**config.mk**
```make
export PLATFORM = sky130hd
export DESIGN_NAME = endian_swap_unit
export DESIGN_NICKNAME = d
export VERILOG_FILES = /design/src/rtl/esu_pkg.sv /design/src/rtl/esu_pair_swap.sv /design/src/rtl/esu_swap_net.sv /design/src/rtl/esu_out_stage.sv /design/src/rtl/endian_swap_unit.sv
export SDC_FILE = /design/constraint.sdc
export NUM_CORES = 1
export LEC_CHECK = 0
export ABC_AREA = 1
export BUFFER_PORTS_ARGS = -buffer_cell sky130_fd_sc_hd__buf_2
export CAP_MARGIN = 0
export CORE_MARGIN = 2
export CORE_UTILIZATION = 30
export CTS_BUF_LIST = sky130_fd_sc_hd__clkbuf_4 sky130_fd_sc_hd__clkbuf_8
export CTS_CLUSTER_DIAMETER = 30
export DETAILED_ROUTE_END_ITERATION = 16
export PLACE_DENSITY_LB_ADDON = 0.15
export SYNTH_ARGS = -nofsm -noshare
export SYNTH_HDL_FRONTEND = slang
export SYNTH_SLANG_ARGS = --single-unit
```
**constraint.sdc**
```tcl
create_clock -name clk -period 1.32 [get_ports clk]
set_input_delay 0.132 -clock clk [delete_from_list [all_inputs] [get_ports clk]]
set_output_delay 0.132 -clock clk [all_outputs]
set_load 0.005 [all_outputs]
```
**src/rtl/esu_pkg.sv**
```systemverilog
package esu_pkg;

    // Default beat geometry
    localparam int BEAT_W   = 128;
    localparam int LANE_W   = 8;
    localparam int LANES    = BEAT_W / LANE_W;
    localparam int SEL_W    = $clog2(LANES);

    typedef logic [BEAT_W-1:0] beat_t;
    typedef logic [SEL_W-1:0]  sel_t;

    // Element width handled by swap stage k
    function automatic int stage_elem_w(input int k);
        return LANE_W << k;
    endfunction

endpackage

```
**src/rtl/esu_pair_swap.sv**
```systemverilog
// One exchange stage: swaps adjacent ELEM_W-bit elements in every 2*ELEM_W group.
module esu_pair_swap #(
    parameter int DATA_W = esu_pkg::BEAT_W,
    parameter int ELEM_W = esu_pkg::LANE_W
) (
    input  logic              en,
    input  logic [DATA_W-1:0] din,
    output logic [DATA_W-1:0] dout
);
    localparam int PAIR_W = 2 * ELEM_W;
    localparam int PAIRS  = DATA_W / PAIR_W;

    logic [DATA_W-1:0] swapped;

    for (genvar p = 0; p < PAIRS; p++) begin : g_pair
        assign swapped[p*PAIR_W +: ELEM_W]          = din[p*PAIR_W + ELEM_W +: ELEM_W];
        assign swapped[p*PAIR_W + ELEM_W +: ELEM_W] = din[p*PAIR_W +: ELEM_W];
    end

    assign dout = en ? swapped : din;

endmodule

```
**src/rtl/esu_swap_net.sv**
```systemverilog
// Chain of exchange stages, one per control bit, finest granularity first.
module esu_swap_net #(
    parameter int DATA_W = esu_pkg::BEAT_W,
    parameter int LANE_W = esu_pkg::LANE_W,
    localparam int SEL_W = $clog2(DATA_W / LANE_W)
) (
    input  logic [SEL_W-1:0]  sel,
    input  logic [DATA_W-1:0] din,
    output logic [DATA_W-1:0] dout
);
    logic [DATA_W-1:0] chain [SEL_W+1];

    assign chain[0] = din;

    for (genvar k = 0; k < SEL_W; k++) begin : g_stage
        esu_pair_swap #(
            .DATA_W (DATA_W),
            .ELEM_W (LANE_W << k)
        ) u_stage (
            .en   (sel[k]),
            .din  (chain[k]),
            .dout (chain[k+1])
        );
    end

    assign dout = chain[SEL_W];

endmodule

```
**src/rtl/esu_out_stage.sv**
```systemverilog
// Single-entry output register with valid/ready flow control.
module esu_out_stage #(
    parameter int DATA_W = esu_pkg::BEAT_W
) (
    input  logic              clk,
    input  logic              rst,
    input  logic              in_valid,
    output logic              in_ready,
    input  logic [DATA_W-1:0] in_data,
    output logic              out_valid,
    input  logic              out_ready,
    output logic [DATA_W-1:0] out_data
);
    assign in_ready = !out_valid || out_ready;

    always_ff @(posedge clk) begin
        if (rst) begin
            out_valid <= 1'b0;
            out_data  <= '0;
        end else if (in_ready) begin
            out_valid <= in_valid;
            if (in_valid) begin
                out_data <= in_data;
            end
        end
    end

    // a stalled beat stays put
    assert_hold_stable_R9: assert property (@(posedge clk) disable iff (rst)
        out_valid && !out_ready |=> out_valid && $stable(out_data));

    // no new beat is taken while stalled
    assert_no_take_on_stall_R9: assert property (@(posedge clk) disable iff (rst)
        out_valid && !out_ready |-> !in_ready);

    // reset empties the register
    assert_reset_empty_R11: assert property (@(posedge clk)
        rst |=> !out_valid);

endmodule

```
**src/rtl/endian_swap_unit.sv**
```systemverilog
module endian_swap_unit #(
    parameter int DATA_W = esu_pkg::BEAT_W,
    parameter int LANE_W = esu_pkg::LANE_W,
    localparam int LANES = DATA_W / LANE_W,
    localparam int SEL_W = $clog2(LANES)
) (
    input  logic              clk,
    input  logic              rst,
    input  logic              in_valid,
    output logic              in_ready,
    input  logic [DATA_W-1:0] in_data,
    input  logic [SEL_W-1:0]  in_ctrl,
    output logic              out_valid,
    input  logic              out_ready,
    output logic [DATA_W-1:0] out_data
);
    logic [DATA_W-1:0] swapped;

    esu_swap_net #(
        .DATA_W (DATA_W),
        .LANE_W (LANE_W)
    ) u_net (
        .sel  (in_ctrl),
        .din  (in_data),
        .dout (swapped)
    );

    esu_out_stage #(
        .DATA_W (DATA_W)
    ) u_out (
        .clk       (clk),
        .rst       (rst),
        .in_valid  (in_valid),
        .in_ready  (in_ready),
        .in_data   (swapped),
        .out_valid (out_valid),
        .out_ready (out_ready),
        .out_data  (out_data)
    );

    // Reference lane reversal, built lane by lane, for the full-swap check
    logic [DATA_W-1:0] lane_rev;
    always_comb begin
        for (int i = 0; i < LANES; i++) begin
            lane_rev[i*LANE_W +: LANE_W] = in_data[(LANES-1-i)*LANE_W +: LANE_W];
        end
    end

    logic in_fire;
    assign in_fire = in_valid && in_ready;

    // accepted beat is presented on the next cycle
    assert_one_cycle_R8: assert property (@(posedge clk) disable iff (rst)
        in_fire |=> out_valid);

    // zero control is identity
    assert_passthru_R5: assert property (@(posedge clk) disable iff (rst)
        in_fire && (in_ctrl == '0) |=> out_data == $past(in_data));

    // all-ones control reverses every lane
    assert_full_rev_R6: assert property (@(posedge clk) disable iff (rst)
        in_fire && (in_ctrl == '1) |=> out_data == $past(lane_rev));

endmodule

```
=== Word level (Yosys, flattened, before mapping) ===
Cells that the tools add are included.

* Bits in registers: 129
* Logic and storage cells: 9

* Muxes and demuxes: 4
* Reductions and logical operators: 3

{| class="wikitable"
|+ Operators with widths
! operator !! number
|-
| $mux W128 || 4
|-
| $reduce_and A2 Y1 || 1
|-
| $logic_not A1 Y1 || 1
|-
| $logic_or A1 B1 Y1 || 1
|}

=== Depth between registers and ports, before layout ===
Gate-level depths: netlist (run 1).

* Word-level depth: 4
* Mapped depth: 11
* Depth with buffers taken out: 9

=== Modules after synthesis ===
From an unflattened synthesis (run 1), not the netlist that was laid out.

* Cells, all modules: 2497
* Area total of the unflattened synthesis: 12953.7 um^2

{| class="wikitable"
|+ Modules (own cells, without submodules)
! module !! cells an instance !! area an instance (um^2) !! sequential area each (um^2) !! instances
|-
| esu_pair_swap || 413 || 1756.7 || 0.0 || 4
|-
| esu_out_stage || 845 || 5926.9 || 2582.5 || 1
|}

=== Worst setup path after synthesis (run 1) ===
No wires, ideal clock.

* Path kind: register to register
* Start point: register u_out.out_valid
* End point: register u_out.out_data[100]
* Arrival: 1079 ps
* Cell stages (with the launch flop): 9
* Clock period less this slack: 1187 ps
* Path slack: 133 ps
* Buffers on the path: 2
* Path through: dfxtp_1 nand2_1 nand2_1 inv_1 buf_2 buf_2 nand3_1 nand2_1 inv_1

* Word-level cells in the longest chain between the ends: 3

{| class="wikitable"
|+ Ends and longest elaborated chain
! item !! line !! text
|-
| start, declared || esu_out_stage.sv:10 || <nowiki>output logic out_valid,</nowiki>
|-
| start signal, assigned || esu_out_stage.sv:21 || <nowiki>out_valid <= in_valid;</nowiki>
|-
| $logic_not A1 Y1 || esu_out_stage.sv:14 || <nowiki>assign in_ready = !out_valid || out_ready;</nowiki>
|-
| $logic_or A1 B1 Y1 || esu_out_stage.sv:14 ||
|-
| via in_ready || endian_swap_unit.sv:10 || <nowiki>output logic in_ready,</nowiki>
|-
| $reduce_and A2 Y1 (no source line) || -- ||
|-
| end signal, assigned || esu_out_stage.sv:23 || <nowiki>out_data <= in_data;</nowiki>
|-
| end, declared || esu_out_stage.sv:12 || <nowiki>output logic [DATA_W-1:0] out_data</nowiki>
|}

The timed path passes the listed nets, and every way through them passes these cells.
A chain may end at the register's enable or synchronous reset.

=== Worst setup path after layout (run 1) ===
* Start point: register u_out.out_data[48]
* End point: output port out_data[48]

{| class="wikitable"
|+ RTL lines
! item !! line !! text
|-
| end, declared || endian_swap_unit.sv:15 || <nowiki>output logic [DATA_W-1:0] out_data</nowiki>
|}

No word-level cell between the ends.

==> results.md, run 1 <==
* Root Buffer: clkbuf_8
* Effective utilization at floorplan at 30.3%
* Cell Chain, Critical Path: buf_2
* Reported max-cap violation count at 0
* Detailed-route DRC error count at 0
* Final Max Slew Viols at 0
* Yosys warning total at 0
* Area share of the leading cell type in the synthesized netlist at around 29%
* Leakage power at ~8 nW
* Setup CP Type: reg2out
* Die X-Extent at approximately 200 microns
* Slew headroom at between 70% and 80%
* Avg Inst Size Synth at between 5 and 6 sq um
* Commonest non-fill, non-tap cells in the layout: nand2_1 (768), nand3_1 (639), buf_2 (260)
* Dominant cells by area after synthesis: nand3_1 (29%), nand2_1 (26%), dfxtp_1 (23%)
* GPL Wtd Cong at around 0.94
* Via total after detailed routing at between 10,000 and 15,000
* Setup-failing EPs final at 0
* Antenna violations before repair at 8
* Status: completed
* Required time of the worst setup path at approximately 1200 ps
* Upper clock frequency limit at about 760 MHz
* Data arrival time of the worst path at ~1200 ps
* Layout Skew at between 10 and 15 ps
* Finished Core Util at 37.6%
* Average detailed-routed wire length per instance at around 18 microns
* CP max stage delay at approximately 520 ps
* # port buffers at 265
* Time the worst path needs with I/O delays and setup at 1320 ps
* Total routing resource utilization after global routing at roughly 27%
* Global route overflow at 0
* 1st-iter DRT viols at about 1,300
* Tcrit/Tclk final at between 90% and 100%
* Final ANT Viol Nets at 0
* Largest net degree at the start of global routing at just over 70
* Maximum clock insertion buffer count at 2
* Crit end category: output pin
* Max stage delay cell, worst path: dfxtp_1
* Total number of nets in the final design at between 2,000 and 2,500
* Sequential fraction of the synthesis area at 23.5%
* Power per cell area at about 940 nW/um^2
* Total detailed-routing wirelength at about 52 mm
* Worst slew pin tran at between 300 and 400 ps
* Synth Instances at around 2,100
* Clock latency reported for the late side of the worst-skew pair at roughly 480 ps
* Cell area after synthesis at 11,000 sq um
* Sequential cell area at around 2600 sq um
* Cell type group with the largest total delay on the critical path: flip-flops
* Overall die area at between 30,000 and 40,000 sq um
* Core outline area at between 30,000 and 40,000 sq um
* Multi-input gate area in the final layout at slightly above 7000 sq um
* Unrepaired setup endpoints after global routing: true
* Number of iterations in the first detailed-routing pass at 7
* Most frequent standard cell in the layout excluding fill and tap cells: nand2_1
* Number of buffers added by the clock tree synthesis step at 17
* CTS tree: done
* Die span in y at about 200 microns
* Peak VDD IR at between 0.5 and 0.6 mV
* Sum Neg Setup Slack at 0 ps
* Number of levels the H-tree was split into at 4
* Detailed Place HPWL at about 40 mm
* Fin. Hold Viols at 0
* Signed area change from the synthesized netlist to the final layout at 24.4%
* Number of register bits inferred by synthesis at roughly 130
* Fill cell total of the finished layout at between 4,000 and 5,000
* Clock net sink count at roughly 130
* Global-route wire length before repair at between 70 and 80 mm
* Worst-path fanout max at 3
* DR vias/cell at about 5.1
* I/O pin cnt at roughly 270
* Cell type with the highest aggregate area in the netlist: nand3_1
* Hold WC Path Type: in2reg
* Startpoint type of the worst setup path: register
* Critical path buffers and inverters at 1
* Cell variety after synth at 12
* Number of buffers inserted by hold repair at cts at 0
* Row cnt at 70
* Vias in the first global route at roughly 13,000
* Clock slew at the register clock pins of the worst setup and hold paths at 90 ps
* Mapped Nets at 2,220
* Share of post-route cells with drive strength above 1 at between 10% and 20%
==> stage by stage <==
step                      setup WS (ps)  cell area [sq um]  instances  power [mW]  hold slack (ps)
after floorplan                     133              11000       2084        7.26              298
final                              3.52              13700       2797        12.9             55.7
after global placement             -253              13100       2752        9.15              523
after detailed placement           -282              13100       2752        9.17              520
after global routing              -15.5              13700       2794        13.8             55.7
after CTS                         0.332              13600       2787        13.0             31.4
==> tightest hold or removal path, stage by stage <==
cell,delay [ps]
buf_2,70
inv_1,40
nand2_2,80
buf_4,110
a21oi_1,50
==> repair_timing <==
action,CTS,global route
pin swaps,1,1
gates cloned,2,1
endpoints found under the hold margin,0,0
buffers inserted,1,0
setup endpoints to repair,123,20
gates resized for setup,12,6
==> power by group <==
part	switching, mW	internal (mW)	leakage, nW
clock	1.86	1.86	0.202
sequential	0.313	4.24	1.07
combinational	2.91	1.71	6.56
==> kinds of logic after synthesis <==
family | count (synthesis) | synth area share [%]
flops | 129 | 23.5
compound gates | 1 | 0.0455
buf+inv | 288 | 12.3
simple gates | 1666 | 64.1
==> cell type report <==
type                            instances  share of cell area, %
Multi-Input combinational cell       1667                   51.7
Sequential cell                       129                   18.9
Timing Repair Buffer                  357                   18.0
Tap cell                              468                   4.28
Inverter                              134                   3.83
Clock buffer                           21                   2.07
Clock inverter                         11                  0.933
Antenna cell                            9                  0.165
Timing Repair inverter                  1                 0.0640
==> Yosys cell counts <==
| master | instances |
|---|---|
| a21oi_1 | 1 |
| nand2_1 | 770 |
| dfxtp_1 | 129 |
| buf_1 | 24 |
| buf_6 | 26 |
| clkbuf_1 | 43 |
| buf_4 | 2 |
| inv_1 | 133 |
| inv_2 | 1 |
| nor2_1 | 256 |
| buf_2 | 59 |
| nand3_1 | 640 |
==> state kept, by name (all words and copies together) (netlist names) <==
signal	cells
u_out.out_data	128
u_out.out_valid	1
==> per-layer routing <==
layer / global-route usage, % / up-vias / part of all wire [%]
li1: - / 7118 / -
met1: 33.5 / 6551 / 42
met2: 43.6 / 588 / 45
met3: 6.30 / 97 / 8.2
met4: 12.2 / 0 / 4.7
met5: 0 / - / 0
==> worst paths after layout <==
check / from / end / slack (ps) / cells past startpoint
max: u_out.out_data[48] / out_data[48] / 4 / 1
min: out_ready / u_out.out_valid / 60 / 5
max reg2reg: u_out.out_valid / u_out.out_data[84] / 50 / 8
min reg2reg: u_out.out_data[100] / u_out.out_data[100] / 560 / 4
No activity file was read; power rests on OpenSTA's default activity.
==> run 2: changes to the inputs <==
--- a/config.mk
+++ b/config.mk
@@ -16,4 +16,5 @@
 export PLACE_DENSITY_LB_ADDON = 0.15
 export SYNTH_ARGS = -nofsm -noshare
 export SYNTH_HDL_FRONTEND = slang
+export SYNTH_HIERARCHICAL = 1
 export SYNTH_SLANG_ARGS = --single-unit
==> constraint.sdc (replaced) <==
create_clock -name clk -period 1.32 [get_ports clk]
set_input_delay 0.132 -clock clk [delete_from_list [all_inputs] [get_ports clk]]
set_output_delay 0.132 -clock clk [all_outputs]
set_load 0.01 [all_outputs]
==> results.md, run 2 <==
* Mapped Nets at 2,633 (+19%)
* Cell with the most instances after synthesis: nand2_1
* Clock latency reported for the late side of the worst-skew pair at 470 ps (about the same)
* Time the worst path needs with I/O delays and setup at 1270 ps (-43.4 ps)
* Global route overflow at 0 (unchanged)
* Required time of the worst setup path at 1700 ps (+510 ps)
* Die X-Extent at 212 microns (+8.3%)
* Worst-path fanout max at 30 (+27)
* Worst R2R Start: u_out/out_valid
* Clock slew at the register clock pins of the worst setup and hold paths at 80 ps (about the same)
* Cell variety after synth at 11 (-1)
* Largest net degree at the start of global routing at 97 (+37%)
* Reported max-cap violation count at 0 (unchanged)
* Power share of the sequential group at 31.7% (-3.6 points)
* GPL Wtd Cong at 0.956 (+1.7%)
* Detailed-route DRC error count at 0 (unchanged)
* Number of buffers added by the clock tree synthesis step at 17 (unchanged)
* NetSw at 5.65 mW (+11%)
* Finished Core Util at 35.7% (-2.0 points)
* Layout Skew at 8.32 ps (-5.89 ps)
* Vias in the first global route at 13,500 (+1.1%)
* Global-route wire length before repair at 85.2 mm (+9.2%)
* Antenna violations before repair at 3 (-5)
* Signed area change from the synthesized netlist to the final layout at 18.1%
* Setup CP Type: reg2reg
* Final Max Slew Viols at 0 (unchanged)
* Total detailed-routing wirelength at 58.1 mm (+13%)
* Setup-failing EPs final at 0 (unchanged)
* Commonest cells in the netlist: nand2_1 (1,664), buf_6 (145), inv_1 (130)
* Total routing resource utilization after global routing at 25.4% (-1.3 points)
* Crit end category: register
* Hold WC Path Type: in2reg
* Startpoint type of the worst setup path: register
* Maximum clock insertion buffer count at 2 (unchanged)
* Leading register cell type out of synthesis: dfxtp_1
* Worst slew pin tran at 418 ps (+76.1 ps)
* Data arrival time of the worst path at 1650 ps (+470 ps)
* 1st-iter DRT viols at 1,380 (+2.3%)
* Most frequent standard cell in the layout excluding fill and tap cells: nand2_1
* Avg Inst Size Synth at 5.19 sq um (-1.7%)
* Depth of the worst register-to-register path at 6 (-2)
* Tcrit/Tclk final at 96.4% (-3.3 points)
* Peak VDD IR at 0.660 mV (+11%)
* Via total after detailed routing at 15,500 (+8.1%)
* Status: completed
* Leakage power at 9.28 nW (+18%)
* Share of post-route cells with drive strength above 1 at 17.5% (+0.22 points)
* Slew headroom at 72.1% (-5.1 points)
* Power per cell area at 921 nW/um^2 (-2.3%)
* Die span in y at 212 microns (+8.3%)
* Detailed Place HPWL at 46.3 mm (+16%)
* Unrepaired setup endpoints after global routing: true
* Fin. Hold Viols at 0 (unchanged)
* Number of flip-flops under the largest register name at 128 (unchanged)
* Upper clock frequency limit at 786 MHz (+3.4%)
* Number of register bits inferred by synthesis at 129 (unchanged)
* # port buffers at 265 (unchanged)
* Average detailed-routed wire length per instance at 17.6 microns (-4.3%)
* Number of enable-type register cells in the synthesized netlist at 0 (unchanged)
* Clock net sink count at 129 (unchanged)
* Area share of the leading cell type in the synthesized netlist at 48.2% (+19 points)
* Commonest non-fill, non-tap cells in the layout: nand2_1 (1,596), buf_2 (259), inv_1 (129)
* Cell area after synthesis at 13,000 sq um (+18%)
* Cell type with the highest aggregate area in the netlist: nand2_1
* Endpoint of the worst setup timing path: u_out/out_data[108]
* Proportion of synthesized flip-flops having asynchronous set or reset at 0% (unchanged)
* Dominant cells by area after synthesis: nand2_1 (48%), dfxtp_1 (20%), buf_6 (13%)
* Number of levels the H-tree was split into at 4 (unchanged)
* Switching power share of the total at 40.1% (+0.67 points)
* Overall die area at 44,900 sq um (+17%)
* Synth Instances at 2,497 (+20%)
* Internal power component at 8.44 mW (+8.1%)
* Total number of nets in the final design at 2,837 (+16%)
* Sequential fraction of the synthesis area at 19.9% (-3.5 points)
* Capturing point of the worst reg2reg path: u_out/out_data[108]
* Startpoint of the worst setup timing path: u_out/out_valid
* Top flop regs: u_out/out_data x128, u_out/out_valid x1
* Combinational group share of total power at 40.6% (+4.8 points)
* Core outline area at 42,900 sq um (+18%)
* Sum Neg Setup Slack at 0 ps (unchanged)
* Antenna cell count at 0 (-9)
* Root Buffer: clkbuf_8
* Effective utilization at floorplan at 30.2% (-0.057 points)
* Top reg by flops: u_out/out_data
* Final ANT Viol Nets at 0 (unchanged)
* Share of total power in the clock network at 27.7% (-1.2 points)
* Register-to-register setup slack at 50 ps (about the same)
* CTS tree: done
* Yosys warning total at 6 (+6)
* Row cnt at 76 (+8.6%)
* I/O pin cnt at 266 (unchanged)
* Number of iterations in the first detailed-routing pass at 6 (-1)
* DR vias/cell at 4.70 (-8.4%)
-- run 2: cell count changes in the layout (fill, tap and decap cells not counted), moves of 4 or more --
cell       delta
buf_4         -9
nand2_4       +4
buf_12        +4
diode_2       -9
nand2_1     +828
a21oi_1     +126
buf_6         +4
nor2_1      -127
buf_8         +4
inv_2         +4
nand3_1     -511
clkbuf_16     +5
nand2_2      +63
-- run 2: worst min path at each step --
stage                     cells past startpoint  startpoint            endpoint
after floorplan                               1         rst     u_out/out_valid
after global placement                        2         rst     u_out/out_valid
after detailed placement                      2         rst     u_out/out_valid
after CTS                                     3    in_valid  u_out/out_data[17]
after global routing                          3    in_valid  u_out/out_data[14]
final                                         3    in_valid  u_out/out_data[24]
-- run 2: critical path: stages, from the launching register on --
cell,delay [ps]
dfxtp_4,370
nand2_8,70
buf_6,180
bufbuf_16,360
nand3_1,90
nand2_1,70
nor2_1,40
-- run 2: area by class of cell --
cell class / instances / area, sq um
clock inverter: 9 / 155
inverter: 135 / 515
timing repair buffer: 367 / 2780
sequential: 129 / 2590
tap: 585 / 732
multi-input combinational: 2051 / 8240
clock buffer: 22 / 290
fill: 4967 / 27600
-- run 2: what timing repair did --
item | in CTS | in global routing
hold buffers | 1 | 0
buffers inserted | 3 | 3
setup endpoints to repair | 15 | 121
gates cloned | 3 | 6
endpoints found under the hold margin | 1 | 0
pin swaps | 1 | 8
resized for setup | 13 | 81
-- run 2: kinds of logic (layout without fill, tap and decap cells) --
kind of cell | after synthesis | in the layout | share of synthesized area, %
and+or+nand+nor | 1921 | 1922 | 57.0
buffers and inverters | 318 | 533 | 18.1
AOI/OAI and AO/OA | 129 | 129 | 4.98
DFF | 129 | 129 | 19.9
-- run 2: through the flow --
| stage | setup WS (ps) | hold slack, ps | total power, mW | instance area (sq um) | std cells |
|---|---|---|---|---|---|
| after CTS | -7.72 | 61.5 | 14.0 | 14900 | 3289 |
| after global placement | -590 | 333 | 9.97 | 14300 | 3251 |
| after floorplan | 156 | 201 | 8.03 | 13000 | 2497 |
| after detailed placement | -595 | 331 | 10.0 | 14300 | 3251 |
| after global routing | -40.5 | 104 | 15.0 | 15300 | 3298 |
| final | 47.0 | 116 | 14.1 | 15300 | 3298 |
-- run 2: layer usage --
metal  part of all wire, %  vias to the layer above  track usage (%)
met2                    44                      492             39.5
met3                   5.3                       40             2.57
li1                      -                     7911                -
met4                   1.4                        0             5.12
met1                    49                     7068             37.7
met5                     0                        -                0
-- run 2: power by group through the flow --
stage | Combinational, mW | Clock [mW] | Sequential (mW)
floorplan | 3.40 | 0 | 4.63
global placement | 5.42 | 0 | 4.56
detailed placement | 5.45 | 0 | 4.56
CTS | 5.51 | 4.03 | 4.47
global route | 6.34 | 4.19 | 4.50
finish | 5.72 | 3.91 | 4.47
